==> config.mk <==
export PLATFORM = sky130hd
export DESIGN_NAME = fetch_skip_seq
export DESIGN_NICKNAME = d
export VERILOG_FILES = /design/src/rtl/fs_pkg.sv /design/src/rtl/fs_oldest_pick.sv /design/src/rtl/fs_park_table.sv /design/src/rtl/fetch_skip_seq.sv
export SDC_FILE = /design/constraint.sdc
export NUM_CORES = 1
export LEC_CHECK = 0
export BUFFER_PORTS_ARGS = -buffer_cell sky130_fd_sc_hd__buf_2
export CAP_MARGIN = 20
export CORE_UTILIZATION = 30
export DETAILED_ROUTE_END_ITERATION = 8
export HOLD_SLACK_MARGIN = 0.12
export PLACE_DENSITY_LB_ADDON = 0.08
export SLEW_MARGIN = 40
export SYNTH_ARGS = -nofsm -noshare
export SYNTH_HDL_FRONTEND = slang
export SYNTH_SLANG_ARGS = --single-unit
==> constraint.sdc <==
create_clock -name clk -period 21.8 [get_ports clk]
set_clock_uncertainty 0.1 [all_clocks]
set_input_delay 2.18 -clock clk [delete_from_list [all_inputs] [get_ports clk]]
set_output_delay 2.18 -clock clk [all_outputs]
set_load 0.03 [all_outputs]
==> src/rtl/fs_pkg.sv <==
package fs_pkg;
   // Which requester owns the cache port in the current cycle
   typedef enum logic [1:0] {
      SRC_NONE    = 2'd0,
      SRC_PRED    = 2'd1,
      SRC_REFETCH = 2'd2
   } fs_src_e;
endpackage

==> src/rtl/fs_oldest_pick.sv <==
// Chooses, among requesting entries, the one whose tag lies furthest
// behind the running counter (modulo 2^TAG_W).
module fs_oldest_pick #(
   parameter int N     = 4,
   parameter int TAG_W = 6,
   localparam int IDX_W = (N > 1) ? $clog2(N) : 1
) (
   input  logic [N-1:0]            req,
   input  logic [N-1:0][TAG_W-1:0] tag,
   input  logic [TAG_W-1:0]        seq,
   output logic                    any,
   output logic [IDX_W-1:0]        idx
);
   logic [TAG_W-1:0] best_age;
   logic [TAG_W-1:0] age;

   always_comb begin
      any      = 1'b0;
      idx      = '0;
      best_age = '0;
      age      = '0;
      for (int i = 0; i < N; i++) begin
         age = seq - tag[i];
         if (req[i] && (!any || age > best_age)) begin
            any      = 1'b1;
            idx      = IDX_W'(i);
            best_age = age;
         end
      end
   end
endmodule

==> src/rtl/fs_park_table.sv <==
// Storage for blocks that missed: address, tag, eligibility per entry.
module fs_park_table #(
   parameter int AW    = 32,
   parameter int DEPTH = 4,
   parameter int TAG_W = 6,
   localparam int IDX_W = (DEPTH > 1) ? $clog2(DEPTH) : 1
) (
   input  logic             clk,
   input  logic             rst_n,
   input  logic             flush,
   input  logic [TAG_W-1:0] seq,
   input  logic             alloc_en,
   input  logic [AW-1:0]    alloc_addr,
   input  logic [TAG_W-1:0] alloc_tag,
   input  logic             done_en,
   input  logic             retry_en,
   input  logic             fill_valid,
   input  logic [AW-1:0]    fill_addr,
   output logic             any_rdy,
   output logic [AW-1:0]    sel_addr,
   output logic [TAG_W-1:0] sel_tag,
   output logic             full,
   output logic             win_full
);
   logic [DEPTH-1:0]            vld_q, rdy_q;
   logic [DEPTH-1:0][AW-1:0]    addr_q;
   logic [DEPTH-1:0][TAG_W-1:0] tag_q;
   logic [IDX_W-1:0]            sel_idx, free_idx;
   logic [DEPTH-1:0]            win_hit;

   fs_oldest_pick #(.N(DEPTH), .TAG_W(TAG_W)) u_pick (
      .req (vld_q & rdy_q),
      .tag (tag_q),
      .seq (seq),
      .any (any_rdy),
      .idx (sel_idx)
   );

   assign sel_addr = addr_q[sel_idx];
   assign sel_tag  = tag_q[sel_idx];
   assign full     = &vld_q;
   assign win_full = |win_hit;

   always_comb begin
      free_idx = '0;
      for (int i = DEPTH - 1; i >= 0; i--) begin
         if (!vld_q[i]) free_idx = IDX_W'(i);
      end
   end

   for (genvar g = 0; g < DEPTH; g++) begin : g_ent
      // counter sits 2^TAG_W-1 ahead of this entry's tag
      assign win_hit[g] = vld_q[g] && ((seq - tag_q[g]) == {TAG_W{1'b1}});

      always_ff @(posedge clk or negedge rst_n) begin
         if (!rst_n) begin
            vld_q[g]  <= 1'b0;
            rdy_q[g]  <= 1'b0;
            addr_q[g] <= '0;
            tag_q[g]  <= '0;
         end else if (flush) begin
            vld_q[g] <= 1'b0;
            rdy_q[g] <= 1'b0;
         end else if (alloc_en && free_idx == IDX_W'(g)) begin
            vld_q[g]  <= 1'b1;
            rdy_q[g]  <= fill_valid && (fill_addr == alloc_addr);
            addr_q[g] <= alloc_addr;
            tag_q[g]  <= alloc_tag;
         end else if (done_en && sel_idx == IDX_W'(g)) begin
            vld_q[g] <= 1'b0;
            rdy_q[g] <= 1'b0;
         end else if (vld_q[g]) begin
            if (fill_valid && fill_addr == addr_q[g]) rdy_q[g] <= 1'b1;
            else if (retry_en && sel_idx == IDX_W'(g)) rdy_q[g] <= 1'b0;
         end
      end
   end
endmodule

==> src/rtl/fetch_skip_seq.sv <==
module fetch_skip_seq #(
   parameter int AW    = 32,
   parameter int DEPTH = 4,
   parameter int TAG_W = 6
) (
   input  logic             clk,
   input  logic             rst_n,
   input  logic             pred_valid,
   input  logic [AW-1:0]    pred_addr,
   output logic             pred_ready,
   output logic             ic_req_valid,
   output logic [AW-1:0]    ic_req_addr,
   input  logic             ic_hit,
   input  logic             fill_valid,
   input  logic [AW-1:0]    fill_addr,
   input  logic             flush,
   input  logic [TAG_W-1:0] flush_tag,
   output logic             out_valid,
   output logic [AW-1:0]    out_addr,
   output logic [TAG_W-1:0] out_tag
);
   import fs_pkg::*;

   if (AW < 1) begin : g_bad_aw
      $error("AW must be at least 1");
   end
   if (TAG_W < 2) begin : g_bad_tag
      $error("TAG_W must be at least 2");
   end
   if (DEPTH < 1 || DEPTH >= (1 << TAG_W) - 1) begin : g_bad_depth
      $error("DEPTH must be between 1 and 2^TAG_W-2");
   end

   logic [TAG_W-1:0] seq_q;
   logic             any_rdy, park_full, win_full;
   logic [AW-1:0]    sel_addr;
   logic [TAG_W-1:0] sel_tag;
   fs_src_e          src;
   logic             accept, refetch;

   always_comb begin
      if (flush)                       src = SRC_NONE;
      else if (any_rdy)                src = SRC_REFETCH;
      else if (pred_valid && !win_full) src = SRC_PRED;
      else                             src = SRC_NONE;
   end

   assign refetch      = (src == SRC_REFETCH);
   assign ic_req_valid = (src != SRC_NONE);
   assign ic_req_addr  = refetch ? sel_addr : pred_addr;
   assign pred_ready   = !flush && !any_rdy && !win_full && (ic_hit || !park_full);
   assign accept       = pred_valid && pred_ready;

   fs_park_table #(.AW(AW), .DEPTH(DEPTH), .TAG_W(TAG_W)) u_table (
      .clk        (clk),
      .rst_n      (rst_n),
      .flush      (flush),
      .seq        (seq_q),
      .alloc_en   (accept && !ic_hit),
      .alloc_addr (pred_addr),
      .alloc_tag  (seq_q),
      .done_en    (refetch && ic_hit),
      .retry_en   (refetch && !ic_hit),
      .fill_valid (fill_valid),
      .fill_addr  (fill_addr),
      .any_rdy    (any_rdy),
      .sel_addr   (sel_addr),
      .sel_tag    (sel_tag),
      .full       (park_full),
      .win_full   (win_full)
   );

   always_ff @(posedge clk or negedge rst_n) begin
      if (!rst_n) begin
         seq_q     <= '0;
         out_valid <= 1'b0;
         out_addr  <= '0;
         out_tag   <= '0;
      end else begin
         if (flush)       seq_q <= flush_tag;
         else if (accept) seq_q <= seq_q + 1'b1;
         out_valid <= !flush && (accept || refetch) && ic_hit;
         if (!flush && (accept || refetch) && ic_hit) begin
            out_addr <= ic_req_addr;
            out_tag  <= refetch ? sel_tag : seq_q;
         end
      end
   end
endmodule

After elaboration in Yosys (flattened, before gate mapping). Cells that the tools add are included.

Flip-flop bits (word level): 205. Input port bits: 76. Output and inout port bits: 73. Word-level logic and storage cells: 181.

Add/subtract/negate cells: 5. Order comparisons: 4. Equality and inequality tests: 16. Muxes and demuxes: 61. Bitwise logic cells: 2. Reductions and logical operators: 73.

Operator list (number): equality test 32 bit (5); binary-select mux 32 bit (select 2 bit) (1); 2-to-1 mux 32 bit (2); 2-to-1 mux 1 bit (42); 2-to-1 mux 6 bit (7); logical AND 1 bit (34); equality test 6 bit, second input constant (4); subtractor 6 bit (4); nonzero test 5 bit (4); greater-than comparator 6 bit (3); 2-to-1 mux 2 bit (8); AND reduction 2 bit (8); nonzero test 4 bit (4); binary-select mux 6 bit (select 2 bit) (1); nonzero test 3 bit (4); equality test 2 bit, second input constant (5); logical NOT 1 bit (8); adder 6 x 1 -> 6 bit, second input constant (1); logical OR 1 bit (5); bitwise AND 4 bit (1); equality test 2 x 1 -> 1 bit, second input constant (2); logical NOT 2 bit (2); AND reduction 4 bit (1); nonzero test 2 bit (2); 3 further kinds (3).

Logic depth before layout (Yosys ltp). Gate-level depths: netlist of run 1.

Depth in word-level cells: 25. Depth in mapped cells: 35. Mapped depth without buffers: 28.

By module. Synthesis of run 1 repeated with hierarchy kept, for this count alone.

Cells, all modules: 1173. Area, all modules: 13479.2 µm².

By module, submodules not included: fs_park_table (times used 1, cells each 796, area an instance 9611.7 µm², seq. area each 4003.8 µm²); fetch_skip_seq (times used 1, cells each 180, area an instance 2351.0 µm², seq. area each 1126.1 µm²); fs_oldest_pick (times used 1, cells each 197, area an instance 1516.5 µm², seq. area each 0.0 µm²).

Least setup slack after synthesis of run 1. Ideal clock, no wire load.

Kind: register to output. Start: register seq_q[0]. End: output port ic_req_addr[24]. Data arrival time: 7972 ps. Required time: 19520 ps. Path slack: 11548 ps. Cell stages (with the launch flop): 33. Buffers on the path: 6. Path through: dfrtp_1 > inv_1 > ha_1 > inv_1 > fa_1 > a21o_1 > a21oi_1 > xor2_1 > or2_2 > ha_1 > a21o_1 > a211o_1 > o21a_1 > clkbuf_1 > clkbuf_1 > nor3_1 > a21oi_1 > ha_1 > a21o_1 > a211o_1 > o211ai_1 > clkbuf_1 > clkbuf_1 > o21ai_0 > ha_1 > a211oi_1 > nor2_1 > o32ai_1 > a21o_1 > clkbuf_1 > clkbuf_1 > mux2i_1 > o221ai_1.

Longest elaborated chain between the ends: 18. Elaborated cells on any way between the ends: 42. Classes of those cells: add/sub: 4; order compare: 3; eq/ne: 5; mux: 15; reduce/logical: 15.

Ends and longest elaborated chain: start, declared (RTL line fetch_skip_seq.sv:34) `logic [TAG_W-1:0] seq_q;`; start signal, assigned (RTL line fetch_skip_seq.sv:80) `if (flush) seq_q <= flush_tag;`; start signal, assigned (RTL line fetch_skip_seq.sv:81) `else if (accept) seq_q <= seq_q + 1'b1;`; subtractor 6 bit (RTL line fs_oldest_pick.sv:23, fs_park_table.sv:53); 2-to-1 mux 6 bit (RTL line fs_oldest_pick.sv:24) `if (req[i] && (!any || age > best_age)) begin`; greater-than comparator 6 bit (RTL line fs_oldest_pick.sv:24); logical OR 1 bit (RTL line fs_oldest_pick.sv:24); logical AND 1 bit (RTL line fs_oldest_pick.sv:24); 2-to-1 mux 6 bit / 2-to-1 mux 1 bit (equally long branches) (RTL line fs_oldest_pick.sv:24); greater-than comparator 6 bit / logical NOT 1 bit (equally long branches) (RTL line fs_oldest_pick.sv:24); logical OR 1 bit (RTL line fs_oldest_pick.sv:24); [... 2 more ...]; greater-than comparator 6 bit / logical NOT 1 bit (equally long branches) (RTL line fs_oldest_pick.sv:24); logical OR 1 bit (RTL line fs_oldest_pick.sv:24); logical AND 1 bit (RTL line fs_oldest_pick.sv:24); 2-to-1 mux 1 bit (RTL line fs_oldest_pick.sv:24); 2-to-1 mux 2 bit (RTL line fetch_skip_seq.sv:43) `else if (any_rdy) src = SRC_REFETCH;`; 2-to-1 mux 2 bit (RTL line fetch_skip_seq.sv:42) `if (flush) src = SRC_NONE;`; equality test 2 bit (RTL line fetch_skip_seq.sv:48) `assign refetch = (src == SRC_REFETCH);`; 2-to-1 mux 32 bit * (RTL line fetch_skip_seq.sv:50) `assign ic_req_addr = refetch ? sel_addr : pred_addr;`; end, declared (RTL line fetch_skip_seq.sv:12) `output logic [AW-1:0] ic_req_addr,`.

Mark *: on every way between the ends. The rest lies on a longest branch, timed or not. The select of a mux whose other input is x is not followed.

Worst setup path in the final report of run 1.
Start: register seq_q[0]. End: output port ic_req_addr[16].

The elaborated chain is that of the path after synthesis.

==> results of run 1 <==
## state kept, by name (all words and copies together), names as in the netlist
| name | count |
|---|---|
| u_table.addr_q | 128 |
| out_addr | 32 |
| u_table.tag_q | 24 |
| out_tag | 6 |
| seq_q | 6 |
| u_table.rdy_q | 4 |
| u_table.vld_q | 4 |
| out_valid | 1 |
## metrics by stage
stage,instance area [sq um],setup WS [ps],hold WS [ps],power [mW],utilization
finish,15400,10180,400,1.34,0.356
detailed placement,14400,10820,390,0.887,0.334
global placement,14400,10260,386,0.886,0.333
CTS,15300,10200,404,1.36,0.355
floorplan,13200,11550,403,0.739,-
global route,15400,9610,417,1.41,0.356
## final cells by class
class / instances / area share
Sequential cell: 205 / 0.334
Multi-Input combinational cell: 890 / 0.488
Clock buffer: 37 / 0.0510
Inverter: 38 / 0.00928
Timing Repair Buffer: 171 / 0.0625
Tap cell: 585 / 0.0476
Clock inverter: 10 / 0.00774
## cell usage after synthesis, drive strengths merged (7+ instances only)
cell    instances  area [sq um]
nand2          78           293
xor2           71           622
mux2          183          2090
nor2           25          93.8
a221o          23           230
a211oi         25           188
a32o           15           150
a21oi          19          95.1
nand4          32           200
nand3          41           205
and3           17           106
clkbuf         79           297
o21ai          13          65.1
or3             7          43.8
a31oi           8          50.1
nor3           12          70.1
inv            38           143
a21o           10          75.1
dfrtp         205          5130
o21a            7          52.6
a311oi         22           193
buf            25           154
o221ai         15           131
mux2i          26           260
nor4           22           138
ha             39           488
xnor2         100           876
## worst min path at each step
stage | startpoint | endpoint | slack (ps) | cells after the start
after floorplan | u_table.addr_q[23] | u_table.addr_q[23] | 400 | 1
after global placement | out_addr[23] | out_addr[23] | 390 | 1
after detailed placement | out_addr[15] | out_addr[15] | 390 | 1
after CTS | out_addr[5] | out_addr[5] | 400 | 1
after global routing | out_addr[2] | out_addr[2] | 420 | 1
final | out_tag[2] | out_tag[2] | 400 | 1
## routing by layer
layer	share of wire	wire length [um]	up-vias	track usage
met5	0	0	-	0
li1	-	-	4734	-
met2	0.47	24200	302	0.373
met1	0.45	23200	5403	0.316
met3	0.041	2090	64	0.0274
met4	0.034	1770	0	0.0795
## cells by family (layout without fill, tap and decap cells)
logic type,count (synthesis),after routing,share of synthesized area
adder cells (fa/ha/maj),43,43,0.0432
AO/OA/AOI/OAI,200,200,0.124
multiplexers,209,209,0.179
buffers and inverters,142,256,0.0451
AND/OR/NAND/NOR,267,267,0.105
flip-flops,205,205,0.390
XOR/XNOR,171,171,0.114
## where the power goes
part / internal [mW] / switching, mW
sequential: 0.442 / 0.0567
clock: 0.274 / 0.185
combinational: 0.153 / 0.232
==> metrics.yaml, run 1 <==
place:
  place_hpwl_um: 37500
  gp_congestion: 0.904
  portBuffers: 148
  dp.cells: 1888
global_routing:
  grt_overflow: 0
  antenna_found_initial: 0
  grt_max_degree: 98
  grt_usage: 0.230
  grt_pass1_vias: 10600
  grt_pass1_wl_um: 75000
critical_path:
  path_depth: 30
  path_buf_inv: 5
  crit_top_cell: "ha_1"
  r2r_end: "out_addr[16]"
  cpMaxStageDelayCell: "or3_1"
  cpPeakStageDelay_ps: 670
  critPathRequiredTime_ps: 19520
  r2r_start: "seq_q[0]"
  crit_start: "seq_q[0]"
  endpoint_kind: "output port"
  r2r_setup_slack_ps: 12930
  worstPathMaxFanout: 42
  start_kind: "flop"
  endpoint: "ic_req_addr[16]"
  path_delay_family: "compound AO/OA/AOI/OAI gates"
  worst_r2r_path_depth: 30
  arrival_ps: 9340
  path_class: "reg -> out"
die:
  die-area_sq_mm: 0.0447
  start_util: 0.305
  ios: 149
  die_width_um: 211
  die_h_um: 211
  num_rows: 76
  core_sq_mm: 0.0432
cells_and_area:
  nNetsFinal: 1452
  area_growth_pct: 16.8
  drive_gt1_frac: 0.306
  fill_cells: 4448
  final_common_cell: "dfrtp_1"
  instances_no_fill: 1936
  regArea_sq_mm: 0.00513
  diodes: 0
  multi_input_comb_area_sq_mm: 0.00750
  mostFrequentLayoutCells: "205 x dfrtp_1, 171 x mux2_2, 147 x buf_2, 100 x xnor2_1, 77 x nand2_1"
cts:
  cts_setup_buffers: 0
  cts_hold_buffers: 0
  clk_latency_ps: 570
  cts_made_buffers: 27
  ctsResizeCount: 0
  cts_sinks: 205
  clk_pin_slew_ps: 50
  cts_tree: "yes"
  root_buffer: "clkbuf_16"
  cts_buffer_depth: 3
  htree_levels: 1
run:
  maxCapViolCount: 0
power:
  ir_drop_mv: 0.0723
  p_per_area_mw_per_mm2: 87.4
  p_leak_nw: 6.64
drt:
  num_vias: 10500
  routed_wl_um: 51300
  drcViolationCount: 0
  drt-initial-drc-count: 731
  wl_per_cell_um: 26.5
  drt_first_pass_iters: 5
  via_per_inst: 5.43
  ant_nets: 0
logic_synthesis:
  synthCells: 1237
  yosysWarnings: 0
  ys_ff_latch: 205
  syn_area_sq_mm: 0.0132
  synth_ff_type: "dfrtp_1"
  ys_types: 71
  async_flop_share: 1.00
  synth_area_per_cell_sq_um: 10.6
  synth_edf_count: 0
  yosysSeqAreaShare: 0.390
  syn_nets: 1356
sta:
  period_minus_slack_ps: 11620
  rsz0062_at_grt: "no"
  tightest_slew_ps: 827
  maxSlewViolCount: 0
  relSlewSlack: 0.448
  fmax_mhz: 86.1
  post-route-period-util: 0.533
  hold_viol: 0
  fin_tns_setup_ps: 0
  setup_viol: 0
hold_path:
  hold_path_class: "reg -> reg"
run_status:
  status: "finished, final reports clean"
No activity file was read; power rests on OpenSTA's default activity.
==> run 2, diff against run 1 <==
==> constraint.sdc (replaced) <==
create_clock -name clk -period 10.8 [get_ports clk]
set_clock_uncertainty 0.1 [all_clocks]
set_input_delay 1.08 -clock clk [delete_from_list [all_inputs] [get_ports clk]]
set_output_delay 1.08 -clock clk [all_outputs]
set_load 0.03 [all_outputs]
==> metrics.yaml, run 2 (same netlist as run 1, synthesis figures left out) <==
sta:
  fmax_mhz: 101
  period_minus_slack_ps: 9870
  setup_viol: 0  # unchanged
  relSlewSlack: 0.436  # -0.0121
  fin_tns_setup_ps: 0  # unchanged
  tightest_slew_ps: 842  # +15.1 ps
  hold_viol: 0  # unchanged
  post-route-period-util: 0.914
  rsz0062_at_grt: "no"
  fin_ws_ps: 928  # -9250 ps
  maxSlewViolCount: 0  # unchanged
cts:
  htree_levels: 1  # unchanged
  clk_pin_slew_ps: 60  # about the same
  cts_hold_buffers: 0  # unchanged
  cts_tree: "yes"
  cts_made_buffers: 28  # +3.7%
  cts_setup_buffers: 0  # unchanged
  cts_sinks: 205  # unchanged
  clk_latency_ps: 590  # +20 ps
  ctsResizeCount: 0  # unchanged
  cts_buffer_depth: 3  # unchanged
  root_buffer: "clkbuf_16"
global_routing:
  grt-busiest-layer: "met2"
  grt_pass1_vias: 10700  # +0.83%
  gr-usage-met2: 0.386  # +0.0127
  grt_pass1_wl_um: 75600  # +0.84%
  grt_max_degree: 94  # -4.1%
  grt_overflow: 0  # unchanged
  antenna_found_initial: 4  # +4
  grt_usage: 0.233  # +0.00321
  grt_use_met3: 0.0349  # +0.00742
  grt_util_met1: 0.308  # -0.00709
place:
  place_hpwl_um: 37900  # +0.87%
  gp_congestion: 0.906  # +0.14%
  dp_slack_ps: 1560  # -9260 ps
  portBuffers: 148  # unchanged
drt:
  num_vias: 10500  # -0.49%
  wl_per_cell_um: 26.6  # +0.31%
  ant_nets: 0  # unchanged
  via_per_inst: 5.37  # -0.95%
  routed_wl_um: 51700  # +0.78%
  drcViolationCount: 0  # unchanged
  drt-initial-drc-count: 726  # -0.68%
  drt_first_pass_iters: 5  # unchanged
power:
  p_per_area_mw_per_mm2: 177  # +100%
  ir_drop_mv: 0.114  # +58%
  p_leak_nw: 6.65  # +0.12%
die:
  start_util: 0.305  # unchanged
  num_rows: 76  # unchanged
  die_h_um: 211  # unchanged
  ios: 149  # unchanged
  core_sq_mm: 0.0432  # unchanged
  die-area_sq_mm: 0.0447  # unchanged
  die_width_um: 211  # unchanged
critical_path:
  arrival_ps: 8690  # -650 ps
  endpoint_kind: "output port"
  worst_r2r_path_depth: 31  # +3.3%
  r2r_start: "seq_q[0]"
  cpMaxStageDelayCell: "or3_1"
  cpPeakStageDelay_ps: 660  # about the same
  r2r_setup_slack_ps: 2450  # -10480 ps
  worstPathMaxFanout: 25  # -40%
  path_class: "reg -> out"
  start_kind: "flop"
  r2r_end: "out_addr[31]"
  critPathRequiredTime_ps: 9620  # -9900 ps
run:
  maxCapViolCount: 0  # unchanged
cells_and_area:
  top_regs: "u_table.addr_q: 128 flops, out_addr: 32 flops, u_table.tag_q: 24 flops"
  area_growth_pct: 17.1
  final_common_cell: "dfrtp_1"
  mostFrequentLayoutCells: "205 x dfrtp_1, 171 x mux2_2, 147 x buf_2, 100 x xnor2_1, 77 x nand2_1"
  largest_register_ffs: 128  # unchanged
  nNetsFinal: 1456  # +0.28%
  top_register: "u_table.addr_q"
  drive_gt1_frac: 0.304  # -0.00254
run_status:
  status: "finished, final reports clean"
hold_path:
  hold_path_class: "in -> async"
==> run 2: where the power goes <==
| part | switching, mW | internal [mW] | total, mW | leakage, nW |
|---|---|---|---|---|
| Clock | 0.384 | 0.564 | 0.948 | 0.451 |
| Combinational | 0.471 | 0.309 | 0.780 | 3.59 |
| Sequential | 0.111 | 0.892 | 1.00 | 2.61 |
| Total | 0.967 | 1.76 | 2.73 | 6.65 |
==> run 2: worst max-delay path by stage <==
stage               startpoint               to  slack [ps]  cells past startpoint
finish                seq_q[0]  ic_req_addr[31]         930                     31
detailed placement    seq_q[0]  ic_req_addr[31]        1560                     31
global route          seq_q[0]  ic_req_addr[31]         410                     31
CTS                   seq_q[0]  ic_req_addr[31]         930                     31
floorplan             seq_q[0]  ic_req_addr[24]        1650                     32
global placement      seq_q[0]  ic_req_addr[31]        1630                     31
==> run 2: layout make-up <==
cell class	count	area, sq um
Multi-Input combinational cell	890	7500
Fill cell	4458	27800
Clock inverter	7	114
Sequential cell	205	5130
Antenna cell	1	2.50
Timing Repair Buffer	174	973
Tap cell	585	732
Clock buffer	45	815
Inverter	38	143
==> run 2: per-stage QoR <==
| step | util | power [mW] | std cells | cell area (sq um) | hold WS, ps |
|---|---|---|---|---|---|
| 6_report | 0.357 | 2.73 | 1945 | 15400 | 249 |
| 5_1_grt | 0.357 | 2.86 | 1944 | 15400 | 262 |
| 4_1_cts | 0.356 | 2.76 | 1943 | 15400 | 403 |
| 3_5_place_dp | 0.334 | 1.80 | 1891 | 14400 | 390 |
| 3_3_place_gp | 0.334 | 1.79 | 1891 | 14400 | 384 |
| 2_1_floorplan | - | 1.49 | 1237 | 13200 | 403 |
==> run 2: worst max-delay path, delay by kind of cell (launching register included) <==
kind	cells	cell delay, ps
adder cells (fa/ha/maj)	5	1550
AO/OA/AOI/OAI	12	2650
buffers and inverters	7	1810
XOR/XNOR	1	120
AND/OR/NAND/NOR	6	1500
flip-flops	1	470
==> run 2: metal layers <==
| layer | routed length (um) | share of wire |
|---|---|---|
| met5 | 34 | 0.00066 |
| met2 | 24500 | 0.47 |
| met3 | 2100 | 0.041 |
| met4 | 1980 | 0.038 |
| met1 | 23100 | 0.45 |
